===== src/rtl/angrd_pkg.sv =====
package angrd_pkg;
    localparam int DATA_W  = 12;
    localparam int FRAME_W = DATA_W + 4;

    typedef struct packed {
        logic [DATA_W-1:0] data;
        logic              sel;
        logic              deg;
        logic              lot;
        logic              par;
    } frame_t;

    function automatic frame_t make_frame(logic [DATA_W-1:0] w, logic s,
                                          logic d, logic l);
        frame_t f;
        f.data = w;
        f.sel  = s;
        f.deg  = d;
        f.lot  = l;
        f.par  = ~(^{w, s, d, l});
        return f;
    endfunction
endpackage


===== src/rtl/angrd_sync.sv =====
module angrd_sync #(
    parameter int             W   = 4,
    parameter logic [W-1:0]   RST = '0
) (
    input  logic         clk,
    input  logic         rst_n,
    input  logic [W-1:0] raw_i,
    output logic [W-1:0] lvl_o,
    output logic [W-1:0] rise_o,
    output logic [W-1:0] fall_o
);
    logic [W-1:0] st1_q, st2_q, prv_q;
    logic [W-1:0] st1_d, st2_d, prv_d;

    always_comb begin
        st1_d = raw_i;
        st2_d = st1_q;
        prv_d = st2_q;
    end

    always_ff @(posedge clk or negedge rst_n) begin
        if (!rst_n) begin
            st1_q <= RST;
            st2_q <= RST;
            prv_q <= RST;
        end else begin
            st1_q <= st1_d;
            st2_q <= st2_d;
            prv_q <= prv_d;
        end
    end

    for (genvar i = 0; i < W; i++) begin : g_edge
        assign lvl_o[i]  = st2_q[i];
        assign rise_o[i] = st2_q[i] & ~prv_q[i];
        assign fall_o[i] = ~st2_q[i] & prv_q[i];
    end
endmodule


===== src/rtl/angrd_hold.sv =====
module angrd_hold
    import angrd_pkg::*;
(
    input  logic              clk,
    input  logic              rst_n,
    input  logic              snap_i,
    input  logic [DATA_W-1:0] pos_live_i,
    input  logic [DATA_W-1:0] vel_live_i,
    output logic [DATA_W-1:0] pos_o,
    output logic [DATA_W-1:0] vel_o
);
    typedef struct packed {
        logic [DATA_W-1:0] pos;
        logic [DATA_W-1:0] vel;
    } hold_t;

    hold_t h_d, h_q;

    always_comb begin
        h_d = h_q;
        if (snap_i) begin
            h_d.pos = pos_live_i;
            h_d.vel = vel_live_i;
        end
    end

    always_ff @(posedge clk or negedge rst_n) begin
        if (!rst_n) h_q <= '0;
        else        h_q <= h_d;
    end

    assign pos_o = h_q.pos;
    assign vel_o = h_q.vel;

    a_r2_hold_stable: assert property (@(posedge clk) disable iff (!rst_n)
        !snap_i |=> ($stable(pos_o) && $stable(vel_o)));
endmodule


===== src/rtl/angrd_frame.sv =====
module angrd_frame
    import angrd_pkg::*;
(
    input  logic              clk,
    input  logic              rst_n,
    input  logic              rd_fall_i,
    input  logic              rd_rise_i,
    input  logic              sclk_rise_i,
    input  logic              cs_n_i,
    input  logic              par_mode_i,
    input  logic              sel_pos_i,
    input  logic              deg_i,
    input  logic              lot_i,
    input  logic [DATA_W-1:0] pos_i,
    input  logic [DATA_W-1:0] vel_i,
    output logic              sdo_o,
    output logic              sdo_oe_o,
    output logic [DATA_W-1:0] par_data_o,
    output logic              par_oe_o
);
    typedef struct packed {
        logic [FRAME_W-1:0] sh;
        logic [DATA_W-1:0]  word;
        logic               live;
    } fr_t;

    fr_t s_d, s_q;
    logic [DATA_W-1:0] pick;

    always_comb begin
        s_d  = s_q;
        pick = sel_pos_i ? pos_i : vel_i;
        if (rd_rise_i) begin
            s_d.live = 1'b0;
        end else if (rd_fall_i && !cs_n_i) begin
            s_d.sh   = make_frame(pick, sel_pos_i, deg_i, lot_i);
            s_d.word = pick;
            s_d.live = 1'b1;
        end else if (sclk_rise_i && s_q.live && !par_mode_i) begin
            s_d.sh = {s_q.sh[FRAME_W-2:0], 1'b0};
        end
    end

    always_ff @(posedge clk or negedge rst_n) begin
        if (!rst_n) s_q <= '0;
        else        s_q <= s_d;
    end

    assign sdo_oe_o   = s_q.live & ~par_mode_i & ~cs_n_i;
    assign sdo_o      = sdo_oe_o & s_q.sh[FRAME_W-1];
    assign par_oe_o   = s_q.live & par_mode_i & ~cs_n_i;
    assign par_data_o = par_oe_o ? s_q.word : '0;

    a_r5_odd_parity: assert property (@(posedge clk) disable iff (!rst_n)
        (rd_fall_i && !cs_n_i && !rd_rise_i) |=> (^s_q.sh));
    a_r6_shift_only_on_clock: assert property (@(posedge clk) disable iff (!rst_n)
        (!sclk_rise_i && !rd_fall_i && !rd_rise_i) |=> $stable(s_q.sh));
    a_r8_release_on_rise: assert property (@(posedge clk) disable iff (!rst_n)
        rd_rise_i |=> (!sdo_oe_o && !par_oe_o));
    a_r9_cs_high_ignored: assert property (@(posedge clk) disable iff (!rst_n)
        (rd_fall_i && cs_n_i && !s_q.live) |=> !s_q.live);
endmodule


===== src/rtl/angrd_port.sv =====
module angrd_port
    import angrd_pkg::*;
(
    input  logic              clk,
    input  logic              rst_n,
    input  logic [DATA_W-1:0] pos_live_i,
    input  logic [DATA_W-1:0] vel_live_i,
    input  logic              deg_i,
    input  logic              lot_i,
    input  logic              sample_i,
    input  logic              sel_pos_i,
    input  logic              par_mode_i,
    input  logic              cs_n_i,
    input  logic              rd_n_i,
    input  logic              sclk_i,
    output logic              sdo_o,
    output logic              sdo_oe_o,
    output logic [DATA_W-1:0] par_data_o,
    output logic              par_oe_o
);
    // Synchronised lines: [3] sample, [2] sclk, [1] cs_n, [0] rd_n
    localparam int          NSYNC   = 4;
    localparam logic [3:0]  IDLE_LV = 4'b0111;

    logic [NSYNC-1:0] lvl, rise, fall;
    logic [DATA_W-1:0] pos_h, vel_h;

    angrd_sync #(.W(NSYNC), .RST(IDLE_LV)) u_sync (
        .clk    (clk),
        .rst_n  (rst_n),
        .raw_i  ({sample_i, sclk_i, cs_n_i, rd_n_i}),
        .lvl_o  (lvl),
        .rise_o (rise),
        .fall_o (fall)
    );

    angrd_hold u_hold (
        .clk        (clk),
        .rst_n      (rst_n),
        .snap_i     (fall[3]),
        .pos_live_i (pos_live_i),
        .vel_live_i (vel_live_i),
        .pos_o      (pos_h),
        .vel_o      (vel_h)
    );

    angrd_frame u_frame (
        .clk         (clk),
        .rst_n       (rst_n),
        .rd_fall_i   (fall[0]),
        .rd_rise_i   (rise[0]),
        .sclk_rise_i (rise[2]),
        .cs_n_i      (lvl[1]),
        .par_mode_i  (par_mode_i),
        .sel_pos_i   (sel_pos_i),
        .deg_i       (deg_i),
        .lot_i       (lot_i),
        .pos_i       (pos_h),
        .vel_i       (vel_h),
        .sdo_o       (sdo_o),
        .sdo_oe_o    (sdo_oe_o),
        .par_data_o  (par_data_o),
        .par_oe_o    (par_oe_o)
    );

    a_r10_single_driver: assert property (@(posedge clk) disable iff (!rst_n)
        !(sdo_oe_o && par_oe_o));
endmodule


===== config.mk =====
export PLATFORM = sky130hd
export DESIGN_NAME = angrd_port
export DESIGN_NICKNAME = d
export VERILOG_FILES = /design/src/rtl/angrd_pkg.sv /design/src/rtl/angrd_sync.sv /design/src/rtl/angrd_hold.sv /design/src/rtl/angrd_frame.sv /design/src/rtl/angrd_port.sv
export SDC_FILE = /design/constraint.sdc
export NUM_CORES = 1
export LEC_CHECK = 0
export BUFFER_PORTS_ARGS = -buffer_cell sky130_fd_sc_hd__buf_2
export CAP_MARGIN = 20
export CORE_ASPECT_RATIO = 1.4
export CORE_MARGIN = 5
export CORE_UTILIZATION = 55
export DETAILED_ROUTE_END_ITERATION = 10
export PLACE_DENSITY = 0.78
export SYNTH_ARGS = -nofsm -noshare
export SYNTH_HDL_FRONTEND = slang
export SYNTH_HIERARCHICAL = 1
export SYNTH_SLANG_ARGS = --single-unit

===== constraint.sdc =====
create_clock -name clk -period 2.36 [get_ports clk]
set_clock_uncertainty 0.1 [all_clocks]
set_input_delay 0.118 -clock clk [delete_from_list [all_inputs] [get_ports clk]]
set_output_delay 0.118 -clock clk [all_outputs]
set_load 0.01 [all_outputs]

# Word level (Yosys, flattened, before mapping)
# Cells that the tools add are included.
# Widths: inputs -> output; s select.
# totals
ff_bits,65
output_inout_bits,15
wordCells,41
# op_classes
muxes,6
bitwise,17
n_reduce_logical,10
# op_table
operator,n
$mux 16,2
$mux 12,2
$reduce_xor 15->1,1
$and 1x1->1,9
$not 1->1,8
$reduce_and 2->1,2
$reduce_bool 2->1,2
$logic_and 1x1->1,3
$logic_not 1->1,2
$mux 1,2

# Logic depth before layout (Yosys ltp)
# logic_depth
ltp_word,6
ltp_mapped,7
mapped_depth_nobuf,6

# Cells and area by module
# Netlist, hierarchy kept.
# modules_own_cells
mod,instances,cells_per_inst,area_each_um2
angrd_frame,1,175,1619.1
angrd_hold,1,51,997.2
angrd_sync,1,20,361.6

# Least setup slack after synthesis
# Ideal clock, no wire load.
# synth_path
path_type,reg-to-reg
start,register u_hold.h_q (netlist bit u_hold/pos_o[2])
end,register u_frame/s_q[13] in the netlist's numbering
setup_ns,0.121
t_arrival_ns,1.524
required_ns,2.139
path_slack_ns,0.615
stages_incl_launch_ff,6
path_buffers,0
synth_period_minus_slack_ns,1.745
cell_sequence,dfrtp_1 -> xnor2_1 -> mux2i_1 -> xnor3_1 -> xnor3_1 -> a22o_1
# synth_between
elab_chain_cells,4
# synth_rtl
element,line,rtl
"start, declared",angrd_hold.sv:17,"hold_t h_d, h_q;"
"start signal, assigned",angrd_hold.sv:28,if (!rst_n) h_q <= '0;
"start signal, assigned",angrd_hold.sv:29,else h_q <= h_d;
$mux 12,angrd_frame.sv:32,pick = sel_pos_i ? pos_i : vel_i;
$reduce_xor 15->1,angrd_pkg.sv:20,"f.par = ~(^{w, s, d, l});"
$not 1->1,angrd_pkg.sv:20,
$mux 16,angrd_frame.sv:35,end else if (rd_fall_i && !cs_n_i) begin
"end signal, assigned",angrd_frame.sv:45,if (!rst_n) s_q <= '0;
"end signal, assigned",angrd_frame.sv:46,else s_q <= s_d;
"end, declared",angrd_frame.sv:27,"fr_t s_d, s_q;"
# No other way between the ends.
# A chain may end at the register's enable or synchronous reset.

# Worst setup path in the final report
# Ends and elaborated chain as after synthesis.

==> flow_metrics.py <==
metrics = {
    "detailed_routing": {
        "postRouteAntennaNets": 0,
        "met2_length_microns": 3388,
        "wl_met1_microns": 2480,
        "top_layer": "met4",
        "drt_iter0_markers": 83,
        "dr.pass1.iters": 4,
        "route.detailed.drc": 0,
        "dr_total_vias": 2055,
        "route.met3.wl_microns": 305,
        "drt-wirelength-per-cell_microns": 16.10,
        "wl_microns": 6345,
        "viasPerCell": 5.216,
    },
    "clocking": {
        "cts-hold-fix-buffers": 30,
        "clkTransAtPathRegs_ps": 70,
        "post_cts_resized": 0,
        "ctsRootBufferMaster": "clkbuf_8",
        "h-tree-depth": 3,
        "cts_max_path_buffers": 2,
        "clk_latency_ps": 340,
        "cts_tree": "built",
        "numClockSinks": 64,
        "postCtsSetupBuffers": 0,
        "numCtsBuffers": 9,
    },
    "global_route": {
        "grt_pass1_wl_microns": 10100,
        "grt_usage_pct": 19.55,
        "antenna_found_initial": 0,
        "grt_pass1_vias": 2138,
        "overflow": 0,
        "grt_start_max_net_pins": 65,
    },
    "power_and_ir_drop": {
        "ir_worst_vdd_v": 0.0005853,
        "power_mw": 3.183,
        "clock_power_share_pct": 32.6,
        "swShare_pct": 27.56,
        "intPower_mw": 2.306,
        "seq_power_share_pct": 46.0,
        "power_density_nw_per_um2": 855.1,
        "p_sw_uw": 877.2,
        "leakage_nw": 1.769,
        "combPwrFrac_pct": 21.5,
    },
    "cells_and_area": {
        "diodes": 0,
        "layout-drive-gt1-share_pct": 32.62,
        "syn2layout_area_growth_pct": 27.19,
        "finalNetCount": 357,
        "layout_commonest_cell": "dfrtp_1",
        "instances_no_fill": 394,
        "final_area_sq_um": 3722,
        "fin_util_pct": 72.16,
        "mostFrequentLayoutCells": "56 x dfrtp_1, 48 x buf_2, 30 x dlygate4sd3_1",
    },
    "flow_run": {
        "max_cap_viol_count": 0,
    },
    "synth": {
        "yosys_warnings": 6,
        "synth.net_count": 275,
        "netlist_area_sq_um": 2927,
        "syn_area_per_cell_sq_um": 12.14,
        "syn-instance-count": 241,
    },
    "hold_path": {
        "hold_path_class": "input port to flop",
        "holdPathStages": 3,
    },
    "placement": {
        "pre_cts_ws_ps": 489.0,
        "hpwlAfterDp_microns": 3797,
        "place_inst": 348,
        "gp_congestion": 0.7940,
        "placed_area_sq_um": 3202,
        "portBuffers": 48,
    },
    "worst_setup_path": {
        "cp.required_ps": 2490,
        "path_max_fanout": 3,
        "r2r_slack_ps": 460,
        "criticalPathCategory": "flop to flop",
        "worstSetupEndpointType": "flop",
        "rr_worst_depth": 5,
        "start_kind": "flop",
        "worstPathArrival_ps": 2040,
    },
    "timing": {
        "fin_crit_ps": 1903,
        "setup_viol": 0,
        "relSlewSlack_pct": 48.34,
        "hold_viol": 0,
        "post-route-period-util_pct": 80.64,
        "worst_pin_slew_ps": 774.9,
        "max_freq_ghz": 0.5254,
        "layout_setup_ws_ps": 456.8,
        "rsz0062_at_grt": "no",
        "whs_ps": 16.38,
        "tns_ps": 0,
        "drv_slew": 0,
    },
    "floorplanning": {
        "ios": 49,
        "die_w_microns": 71.65,
        "die_area_sq_um": 6901,
        "rows": 31,
        "core-area_sq_um": 5159,
        "initial_utilization_pct": 56.73,
        "die_height_microns": 96.31,
    },
    "status": {
        "status": "complete, no violations",
    },
}
## power by group through the flow
stage,Sequential (mW),Clock [mW],Combinational [mW]
finish,1.46,1.04,0.683
global route,1.49,1.09,0.750
floorplan,1.43,0,0.507
global placement,1.47,0,0.609
detailed placement,1.48,0,0.632
CTS,1.46,1.05,0.676
## path summary, 6_finish.rpt
check	from	to
min in group asynchronous	rst_n	u_hold/vel_o[4]$_DFFE_PN0P_
worst min-delay path	deg_i	u_frame/s_q[15]$_DFFE_PN0P_
max in group asynchronous	rst_n	u_hold/pos_o[6]$_DFFE_PN0P_
worst min register to register	u_sync/st1_q[2]$_DFF_PN1_	u_sync/lvl_o[2]$_DFF_PN1_
worst max register to register	u_hold/pos_o[2]$_DFFE_PN0P_	u_frame/s_q[13]$_DFFE_PN0P_
worst max-delay path	u_hold/pos_o[2]$_DFFE_PN0P_	u_frame/s_q[13]$_DFFE_PN0P_
## worst max-delay path, cell delays in order (launching register included)
cell     delay [ps]
dfrtp_1         420
xnor2_1         140
mux2i_1         170
xnor3_1         420
xnor3_1         360
a22o_1          180
## final cells by class
type                       instances  area (sq um)
sequential                        64          1612
timing repair buffer              85         593.1
clock inverter                     7         96.34
inverter                           1         3.754
fill                             338          1436
multi-input combinational        162          1211
clock buffer                       9         123.9
tap                               66         82.58
## metal layers
metal,vias to the layer above,global-route usage [%]
li1,976,-
met1,1012,22.46
met2,52,33.51
met3,15,4.807
met4,0,10.34
met5,-,0
## state kept, by name, indices dropped and copies added (netlist names)
name,flops
u_frame/s_q,29
u_hold/pos_o,12
u_hold/vel_o,12
u_sync/lvl_o,4
u_sync/prv_q,3
u_sync/st1_q,4
Power figures use the tool's default switching activity.
